==> config.mk <==
export PLATFORM = sky130hd
export DESIGN_NAME = brdctl_top
export DESIGN_NICKNAME = d
export VERILOG_FILES = /design/src/rtl/brdctl_pkg.sv /design/src/rtl/brdctl_timebase.sv /design/src/rtl/brdctl_prescnt.sv /design/src/rtl/brdctl_btnsync.sv /design/src/rtl/brdctl_top.sv
export SDC_FILE = /design/constraint.sdc
export NUM_CORES = 1
export LEC_CHECK = 0
export BUFFER_PORTS_ARGS = -buffer_cell sky130_fd_sc_hd__buf_2
export CORE_ASPECT_RATIO = 1.1
export CORE_MARGIN = 5
export CORE_UTILIZATION = 40
export CTS_CLUSTER_SIZE = 14
export DETAILED_ROUTE_END_ITERATION = 12
export SLEW_MARGIN = 20
export SYNTH_ARGS = -nofsm -noshare
export SYNTH_HDL_FRONTEND = slang
export SYNTH_SLANG_ARGS = --single-unit
==> constraint.sdc <==
create_clock -name clk -period 5.69 [get_ports clk]
set_clock_uncertainty 0.05 [all_clocks]
set_input_delay 1.138 -clock clk [delete_from_list [all_inputs] [get_ports clk]]
set_output_delay 1.138 -clock clk [all_outputs]
set_load 0.005 [all_outputs]
==> src/rtl/brdctl_pkg.sv <==
// Package: shared register selector type and offset decode for the board
// control register file. Assumes a 4 KiB window addressed by byte offset,
// with only word-aligned offsets decoded.
package brdctl_pkg;

    localparam int WIN_AW = 12;

    typedef enum logic [3:0] {
        SEL_NONE,
        SEL_LED,
        SEL_BTN,
        SEL_SEC,
        SEL_CSEC,
        SEL_EVT,
        SEL_RELOAD,
        SEL_DOWN,
        SEL_CTRL
    } rsel_e;

    localparam logic [WIN_AW-1:0] OFS_LED    = 12'h000;
    localparam logic [WIN_AW-1:0] OFS_BTN    = 12'h008;
    localparam logic [WIN_AW-1:0] OFS_SEC    = 12'h010;
    localparam logic [WIN_AW-1:0] OFS_CSEC   = 12'h014;
    localparam logic [WIN_AW-1:0] OFS_EVT    = 12'h018;
    localparam logic [WIN_AW-1:0] OFS_RELOAD = 12'h01C;
    localparam logic [WIN_AW-1:0] OFS_DOWN   = 12'h020;
    localparam logic [WIN_AW-1:0] OFS_CTRL   = 12'h04C;

    // Map a byte offset to a register selector; unmatched offsets give SEL_NONE.
    function automatic rsel_e decode_ofs(input logic [WIN_AW-1:0] ofs);
        rsel_e s;
        case (ofs)
            OFS_LED:    s = SEL_LED;
            OFS_BTN:    s = SEL_BTN;
            OFS_SEC:    s = SEL_SEC;
            OFS_CSEC:   s = SEL_CSEC;
            OFS_EVT:    s = SEL_EVT;
            OFS_RELOAD: s = SEL_RELOAD;
            OFS_DOWN:   s = SEL_DOWN;
            OFS_CTRL:   s = SEL_CTRL;
            default:    s = SEL_NONE;
        endcase
        return s;
    endfunction

    // Registers that software may read but not write.
    function automatic logic is_read_only(input rsel_e s);
        return (s == SEL_BTN) || (s == SEL_DOWN);
    endfunction

endpackage

==> src/rtl/brdctl_timebase.sv <==
// Module: loadable free-running counter that advances once every DIV
// reference ticks. A load sets the count and restarts the divider phase,
// so the first increment after a load needs a full DIV ticks.
// Assumes tick is a single-cycle enable and DIV >= 1.
module brdctl_timebase #(
    parameter int DATA_W = 32,
    parameter int DIV    = 1000
) (
    input  logic              clk,
    input  logic              rst_n,
    input  logic              tick,
    input  logic              ld,
    input  logic [DATA_W-1:0] ld_val,
    output logic [DATA_W-1:0] count
);

    localparam int PH_W = (DIV > 1) ? $clog2(DIV) : 1;
    localparam logic [PH_W-1:0] PH_LAST = PH_W'(DIV - 1);

    logic [PH_W-1:0] phase;

    // Divider phase and count: load wins, otherwise step on each tick.
    always_ff @(posedge clk) begin
        if (!rst_n) begin
            phase <= '0;
            count <= '0;
        end else if (ld) begin
            phase <= '0;
            count <= ld_val;
        end else if (tick) begin
            if (phase == PH_LAST) begin
                phase <= '0;
                count <= count + 1'b1;
            end else begin
                phase <= phase + 1'b1;
            end
        end
    end

    AST_TB_HOLD: assert property (@(posedge clk) disable iff (!rst_n)
        (!ld && !tick) |=> (count == $past(count)));
    AST_TB_LOAD: assert property (@(posedge clk) disable iff (!rst_n)
        ld |=> (count == $past(ld_val)) && (phase == '0));
    AST_TB_WRAP: assert property (@(posedge clk) disable iff (!rst_n)
        (tick && !ld && phase == PH_LAST) |=> (count == $past(count) + 1'b1));
    AST_TB_PHASE_RANGE: assert property (@(posedge clk) disable iff (!rst_n)
        phase <= PH_LAST);

endmodule

==> src/rtl/brdctl_prescnt.sv <==
// Module: prescaled event counter. A down-counter steps on each reference
// tick; on a tick while it is zero it reloads from the reload register and
// the event counter increments. Writing the reload value also loads the
// down-counter and suppresses that cycle's step. Assumes single-cycle ticks.
module brdctl_prescnt #(
    parameter int DATA_W = 32
) (
    input  logic              clk,
    input  logic              rst_n,
    input  logic              tick,
    input  logic              reload_ld,
    input  logic              evt_ld,
    input  logic [DATA_W-1:0] wdata,
    output logic [DATA_W-1:0] reload_q,
    output logic [DATA_W-1:0] down_q,
    output logic [DATA_W-1:0] evt_q
);

    logic at_zero;
    assign at_zero = (down_q == '0);

    // Reload register: written by software only.
    always_ff @(posedge clk) begin
        if (!rst_n)         reload_q <= '0;
        else if (reload_ld) reload_q <= wdata;
    end

    // Down-counter: software load, else decrement or reload on a tick.
    always_ff @(posedge clk) begin
        if (!rst_n)         down_q <= '0;
        else if (reload_ld) down_q <= wdata;
        else if (tick)      down_q <= at_zero ? reload_q : down_q - 1'b1;
    end

    // Event counter: software load, else increment on a tick taken at zero.
    always_ff @(posedge clk) begin
        if (!rst_n)                             evt_q <= '0;
        else if (evt_ld)                        evt_q <= wdata;
        else if (tick && at_zero && !reload_ld) evt_q <= evt_q + 1'b1;
    end

    AST_PS_DEC: assert property (@(posedge clk) disable iff (!rst_n)
        (tick && !reload_ld && down_q != '0) |=> (down_q == $past(down_q) - 1'b1));
    AST_PS_RELOAD: assert property (@(posedge clk) disable iff (!rst_n)
        (tick && !reload_ld && down_q == '0) |=> (down_q == $past(reload_q)));
    AST_PS_EVT_HOLD: assert property (@(posedge clk) disable iff (!rst_n)
        (!evt_ld && !tick) |=> $stable(evt_q));
    AST_PS_LOAD: assert property (@(posedge clk) disable iff (!rst_n)
        reload_ld |=> (down_q == $past(wdata)) && (reload_q == $past(wdata)));

endmodule

==> src/rtl/brdctl_btnsync.sv <==
// Module: multi-flop synchroniser for a bus of asynchronous level inputs.
// Each bit is treated independently; no debouncing is done.
module brdctl_btnsync #(
    parameter int W      = 4,
    parameter int STAGES = 2
) (
    input  logic         clk,
    input  logic         rst_n,
    input  logic [W-1:0] d_i,
    output logic [W-1:0] q_o
);

    logic [W-1:0] stage [STAGES];

    // Shift the inputs through the flop chain.
    always_ff @(posedge clk) begin
        if (!rst_n) begin
            for (int i = 0; i < STAGES; i++) stage[i] <= '0;
        end else begin
            stage[0] <= d_i;
            for (int i = 1; i < STAGES; i++) stage[i] <= stage[i-1];
        end
    end

    assign q_o = stage[STAGES-1];

endmodule

==> src/rtl/brdctl_top.sv <==
// Module: board control and timebase register file on a two-phase register
// bus. Writes commit at the edge ending the access phase. Read data is
// combinational while psel is high and pwrite low. Bad accesses raise
// pslverr in the access phase and have no side effect.
// Assumes TICKS_PER_SEC is a multiple of FAST_RATE.
module brdctl_top
    import brdctl_pkg::*;
#(
    parameter int DATA_W        = 32,
    parameter int LED_N         = 2,
    parameter int BTN_N         = 4,
    parameter int TICKS_PER_SEC = 1000,
    parameter int FAST_RATE     = 100
) (
    input  logic                clk,
    input  logic                rst_n,
    input  logic                ref_tick,
    input  logic                psel,
    input  logic                penable,
    input  logic                pwrite,
    input  logic [WIN_AW-1:0]   paddr,
    input  logic [DATA_W-1:0]   pwdata,
    output logic [DATA_W-1:0]   prdata,
    output logic                pslverr,
    input  logic [BTN_N-1:0]    btn_i,
    output logic [LED_N-1:0]    led_o
);

    localparam int DIV_SLOW = TICKS_PER_SEC;
    localparam int DIV_FAST = TICKS_PER_SEC / FAST_RATE;
    localparam int N_TB     = 2;

    rsel_e              sel;
    logic               access;
    logic               bad;
    logic               wr_ok;
    logic [LED_N-1:0]   led_q;
    logic [DATA_W-1:0]  ctrl_q;
    logic [BTN_N-1:0]   btn_s;
    logic [DATA_W-1:0]  tb_cnt [N_TB];
    logic [DATA_W-1:0]  reload_q, down_q, evt_q;

    // Decode the offset and qualify the access.
    assign sel     = decode_ofs(paddr);
    assign access  = psel && penable;
    assign bad     = (sel == SEL_NONE) || (pwrite && is_read_only(sel));
    assign pslverr = access && bad;
    assign wr_ok   = access && pwrite && !bad;

    // LED register: keep only the low LED_N bits of the write data.
    always_ff @(posedge clk) begin
        if (!rst_n)                          led_q <= '0;
        else if (wr_ok && sel == SEL_LED)    led_q <= pwdata[LED_N-1:0];
    end
    assign led_o = led_q;

    // Control word: plain storage, read back as written.
    always_ff @(posedge clk) begin
        if (!rst_n)                          ctrl_q <= '0;
        else if (wr_ok && sel == SEL_CTRL)   ctrl_q <= pwdata;
    end

    brdctl_btnsync #(.W(BTN_N), .STAGES(2)) u_sync (
        .clk   (clk),
        .rst_n (rst_n),
        .d_i   (btn_i),
        .q_o   (btn_s)
    );

    // Two timebases sharing one structure; index 0 is seconds, 1 is hundredths.
    for (genvar g = 0; g < N_TB; g++) begin : g_tb
        localparam int    DIV_G = (g == 0) ? DIV_SLOW : DIV_FAST;
        localparam rsel_e SEL_G = (g == 0) ? SEL_SEC : SEL_CSEC;
        brdctl_timebase #(.DATA_W(DATA_W), .DIV(DIV_G)) u_tb (
            .clk    (clk),
            .rst_n  (rst_n),
            .tick   (ref_tick),
            .ld     (wr_ok && sel == SEL_G),
            .ld_val (pwdata),
            .count  (tb_cnt[g])
        );
    end

    brdctl_prescnt #(.DATA_W(DATA_W)) u_ps (
        .clk       (clk),
        .rst_n     (rst_n),
        .tick      (ref_tick),
        .reload_ld (wr_ok && sel == SEL_RELOAD),
        .evt_ld    (wr_ok && sel == SEL_EVT),
        .wdata     (pwdata),
        .reload_q  (reload_q),
        .down_q    (down_q),
        .evt_q     (evt_q)
    );

    // Read multiplexer: zero when not reading or when the offset is undecoded.
    always_comb begin
        prdata = '0;
        if (psel && !pwrite) begin
            case (sel)
                SEL_LED:    prdata[LED_N-1:0] = led_q;
                SEL_BTN:    prdata[BTN_N-1:0] = btn_s;
                SEL_SEC:    prdata = tb_cnt[0];
                SEL_CSEC:   prdata = tb_cnt[1];
                SEL_EVT:    prdata = evt_q;
                SEL_RELOAD: prdata = reload_q;
                SEL_DOWN:   prdata = down_q;
                SEL_CTRL:   prdata = ctrl_q;
                default:    prdata = '0;
            endcase
        end
    end

    AST_ERR_NO_SIDE: assert property (@(posedge clk) disable iff (!rst_n)
        pslverr |=> $stable(led_o) && $stable(ctrl_q) && $stable(reload_q));
    AST_ERR_RDATA: assert property (@(posedge clk) disable iff (!rst_n)
        (pslverr && !pwrite) |-> (prdata == '0));
    AST_LED_HOLD: assert property (@(posedge clk) disable iff (!rst_n)
        !(access && pwrite && paddr == OFS_LED) |=> $stable(led_o));
    AST_CTRL_LOAD: assert property (@(posedge clk) disable iff (!rst_n)
        (access && pwrite && paddr == OFS_CTRL) |=> (ctrl_q == $past(pwdata)));

endmodule

==> impl_results.md <==
* GRT overflow at 0
* Via density at 6.21
* Seq/Total Area, Yosys at 36.5%
* Logic pwr share at 21.7%
* Avg WL per Cell at 21.8 um
* Clock tree sinks at 216
* CTS tree: yes
* Via count at 12200
* Global-route wire length before repair at 66300 um
* Cell class contributing the biggest share of worst-path delay: simple AND/OR/NAND/NOR gates
* IO Count at 89
* Number of global-route vias before repair at 11500
* Fmax at 215 MHz
* GR Util met3 at 3.85%
* Iter 0 DRT Violations at 1345
* Net Switching at 1.42 mW
* Sum of buffers and inverters on the critical path at 3
* Reg power frac at 39.6%
* M2 GR Usage at 39.0%
* Nets at 1634
* FILL cells at 2934
* Stages on the worst setup path at 9
* Port bufs at 88
* Top cell by count, worst path: buf_2
* Gp weighted congestion at 0.866
* Area grow syn2layout at 13.2%
* Clk pwr share at 38.7%
* Row cnt at 66
* Final ANT Viol Nets at 0
* Worst-path cell chain: buf_2, nor4_1, nand3_1, nor3_2, buf_4, a22o_1, a221oi_1, a21oi_1, buf_2
* Clock slew at the register clock pins of the worst setup and hold paths at 60 ps
* Synthesized area per cell at 7.68 sq um
* Dpl hpwl at 28600 um
* Post-cts sizing count at 0
* Pwr dens at 324 nW/um^2
* Core box area at 29400 sq um
* DRT Pass-1 Iters at 6
* Slew @ Worst Pin at 1140 ps
* Fin crit share at 81.6%
* Net Sw Frac at 32.6%
* Synth Register Bits at 216
* Synth Flop Type: dfxtp_1
* CP peak stage delay at 600 ps
* Final Hold Viols at 0
* Post-synth cell types at 71
* Clk buf depth at 3
* DRT Wirelength at 42800 um
* Synth warnings at 0
* Worst-Skew Late Latency at 540 ps
* GR Util met1 at 35.3%
* Synth async-reset ratio at 0%
* Required time of the critical path at 4500 ps
* Setup Viol. Count Final at 0
* Post-CTS setup buffers at 0
* Max cap viols at 0
* Rel. slew slack at 23.3%
* Post-Syn Area at 11800 sq um
* CP arrival at 3450 ps
* Slowest library cell on the worst path: nor4_1
* H-tree depth at 1
* Die width at 174 um
* Status: complete, no violations
* Pleak at 4.43 nW
* Post-synth EDFFs at 0
* Busiest grt layer: met2
* Largest net degree at the start of global routing at 77
* CP startpoint kind: primary input
* Hold depth at 1
* Share of cells above drive strength 1 at 11.2%
* Peak supply drop at 0.228 mV
* Crit Path Class: primary input to output pin
* Clk root buf: clkbuf_16
* Syn Inst Count at 1543
* N_diodes at 0
* Chip height at 191 um
* Residual DRC at 0
* Final worst path period need at 4640 ps
* Worst-path maximum fanout at 31
* Internal at 2.93 mW
* Hold bufs inserted after CTS at 0
* Initial antenna violation count at 0
* DP Worst Slack at 1090 ps
* Initial Util at 40.3%
* Final setup margin at 1050 ps
* Syn Nets at 1603
* RSZ-0062 raised after global routing: no
* R2R cell count at 6
* Hold crit path type: register to register
* Die area at 33200 sq um
* Max Slew Vio Count at 0
* Critical Path Sink Type: output pin
* Num CTS Buffers at 26
* All-layer global routing usage at 24.8%
* Setup TNS Final at 0 ps
flip-flops by register name, indices dropped and copies added (netlist names):
signal           cells
u_ps.down_q         32
g_tb.u_tb.count     64
ctrl_q              32
led_o                2
u_ps.reload_q       32
u_ps.evt_q          32
g_tb.u_tb.phase     14
u_sync.stage         8
metal layers:
metal  part of all wire, %  vias to the layer above
li1                      -                     5731
met1                    45                     5879
met2                    44                      505
met3                   8.0                       76
met4                   2.5                        0
met5                     0                        -
layout by cell type (no fill, tap or decap), types with 8 or more instances in the layout:
master | netlist | routed
buf_4 | 0 | 26
o21ai_1 | 7 | 8
o211ai_1 | 10 | 10
nor2_1 | 88 | 86
nor3_1 | 38 | 34
nand4_1 | 38 | 38
dfxtp_1 | 216 | 216
and2_1 | 20 | 21
o21ai_0 | 97 | 96
clkbuf_1 | 102 | 9
a221oi_1 | 25 | 25
and4_1 | 12 | 12
xor2_1 | 56 | 56
nand2_1 | 233 | 231
a22o_1 | 23 | 23
or4_1 | 11 | 11
a21oi_1 | 183 | 183
a31oi_1 | 19 | 19
nand3_1 | 56 | 56
clkbuf_16 | 0 | 27
a211oi_1 | 23 | 23
or3_1 | 14 | 14
mux2i_1 | 9 | 9
nor4_1 | 25 | 23
inv_1 | 16 | 16
xnor2_1 | 36 | 36
buf_2 | 3 | 88
a22oi_1 | 48 | 48
and3_1 | 22 | 22
cell usage after synthesis, types with 7 or more instances:
| master | instances | area share, % |
|---|---|---|
| nand3_1 | 56 | 2.4 |
| a21oi_1 | 183 | 7.7 |
| dfxtp_1 | 216 | 36 |
| nor2_1 | 88 | 2.8 |
| xor2_1 | 56 | 4.1 |
| nand2_1 | 233 | 7.4 |
| and3_1 | 22 | 1.2 |
| and2_1 | 20 | 1.1 |
| a211oi_1 | 23 | 1.5 |
| or4_1 | 11 | 0.70 |
| a22o_1 | 23 | 1.7 |
| inv_1 | 16 | 0.51 |
| mux2i_1 | 9 | 0.76 |
| nand4_1 | 38 | 2.0 |
| and4_1 | 12 | 0.89 |
| o31ai_1 | 7 | 0.44 |
| a22oi_1 | 48 | 3.0 |
| a31oi_1 | 19 | 1.0 |
| or3_1 | 14 | 0.74 |
| nor4_1 | 25 | 1.3 |
| o211ai_1 | 10 | 0.63 |
| xnor2_1 | 36 | 2.7 |
| nor3_1 | 38 | 1.6 |
| a221oi_1 | 25 | 1.8 |
| clkbuf_1 | 102 | 3.2 |
| o21ai_0 | 97 | 4.1 |
| o21ai_1 | 7 | 0.30 |
per-stage QoR:
stage / power, mW / utilization, % / hold WS, ps / std cells / area (sq um)
final: 4.34 / 45.6 / 380 / 1964 / 13400
after detailed placement: 2.67 / 42.7 / 367 / 1920 / 12600
after floorplan: 2.39 / - / 362 / 1543 / 11800
after CTS: 4.33 / 45.6 / 381 / 1964 / 13400
after global placement: 2.66 / 42.7 / 367 / 1920 / 12600
after global routing: 4.53 / 45.6 / 393 / 1964 / 13400
layout make-up:
cell class | instances | area, sq um | share of cell area (%)
Sequential cell | 216 | 4320 | 32.2
Multi-Input combinational cell | 1199 | 7080 | 52.8
Tap cell | 374 | 468 | 3.49
Clock inverter | 4 | 76.3 | 0.569
Inverter | 17 | 65.1 | 0.485
Clock buffer | 40 | 764 | 5.70
Timing Repair Buffer | 114 | 636 | 4.74
cells by family after synthesis:
logic type                 count (synthesis)  share of synthesized area (%)
DFF                                      216                           36.5
buffers and inverters                    128                           4.15
xor gates and xnor gates                  92                           6.80
adders and majority gates                  6                          0.634
AOI/OAI and AO/OA                        491                           25.9
muxes                                      9                          0.760
and+or+nand+nor                          601                           25.2
worst paths after layout:
path | start | end | slack (ps)
max reg2reg | u_ps.down_q[4] | u_ps.evt_q[10] | 2240
max | paddr[1] | prdata[24] | 1050
min reg2reg | u_sync.stage[0][1] | u_sync.stage[0][5] | 380
min | u_sync.stage[0][1] | u_sync.stage[0][5] | 380
power groups by stage:
stage	Combinational (mW)	Sequential, mW	Clock, mW
floorplan	0.689	1.70	0
global placement	0.907	1.75	0
detailed placement	0.920	1.75	0
CTS	0.924	1.71	1.70
global route	1.04	1.73	1.76
finish	0.943	1.72	1.68
Note: power is estimated with default switching activity, not from simulation.
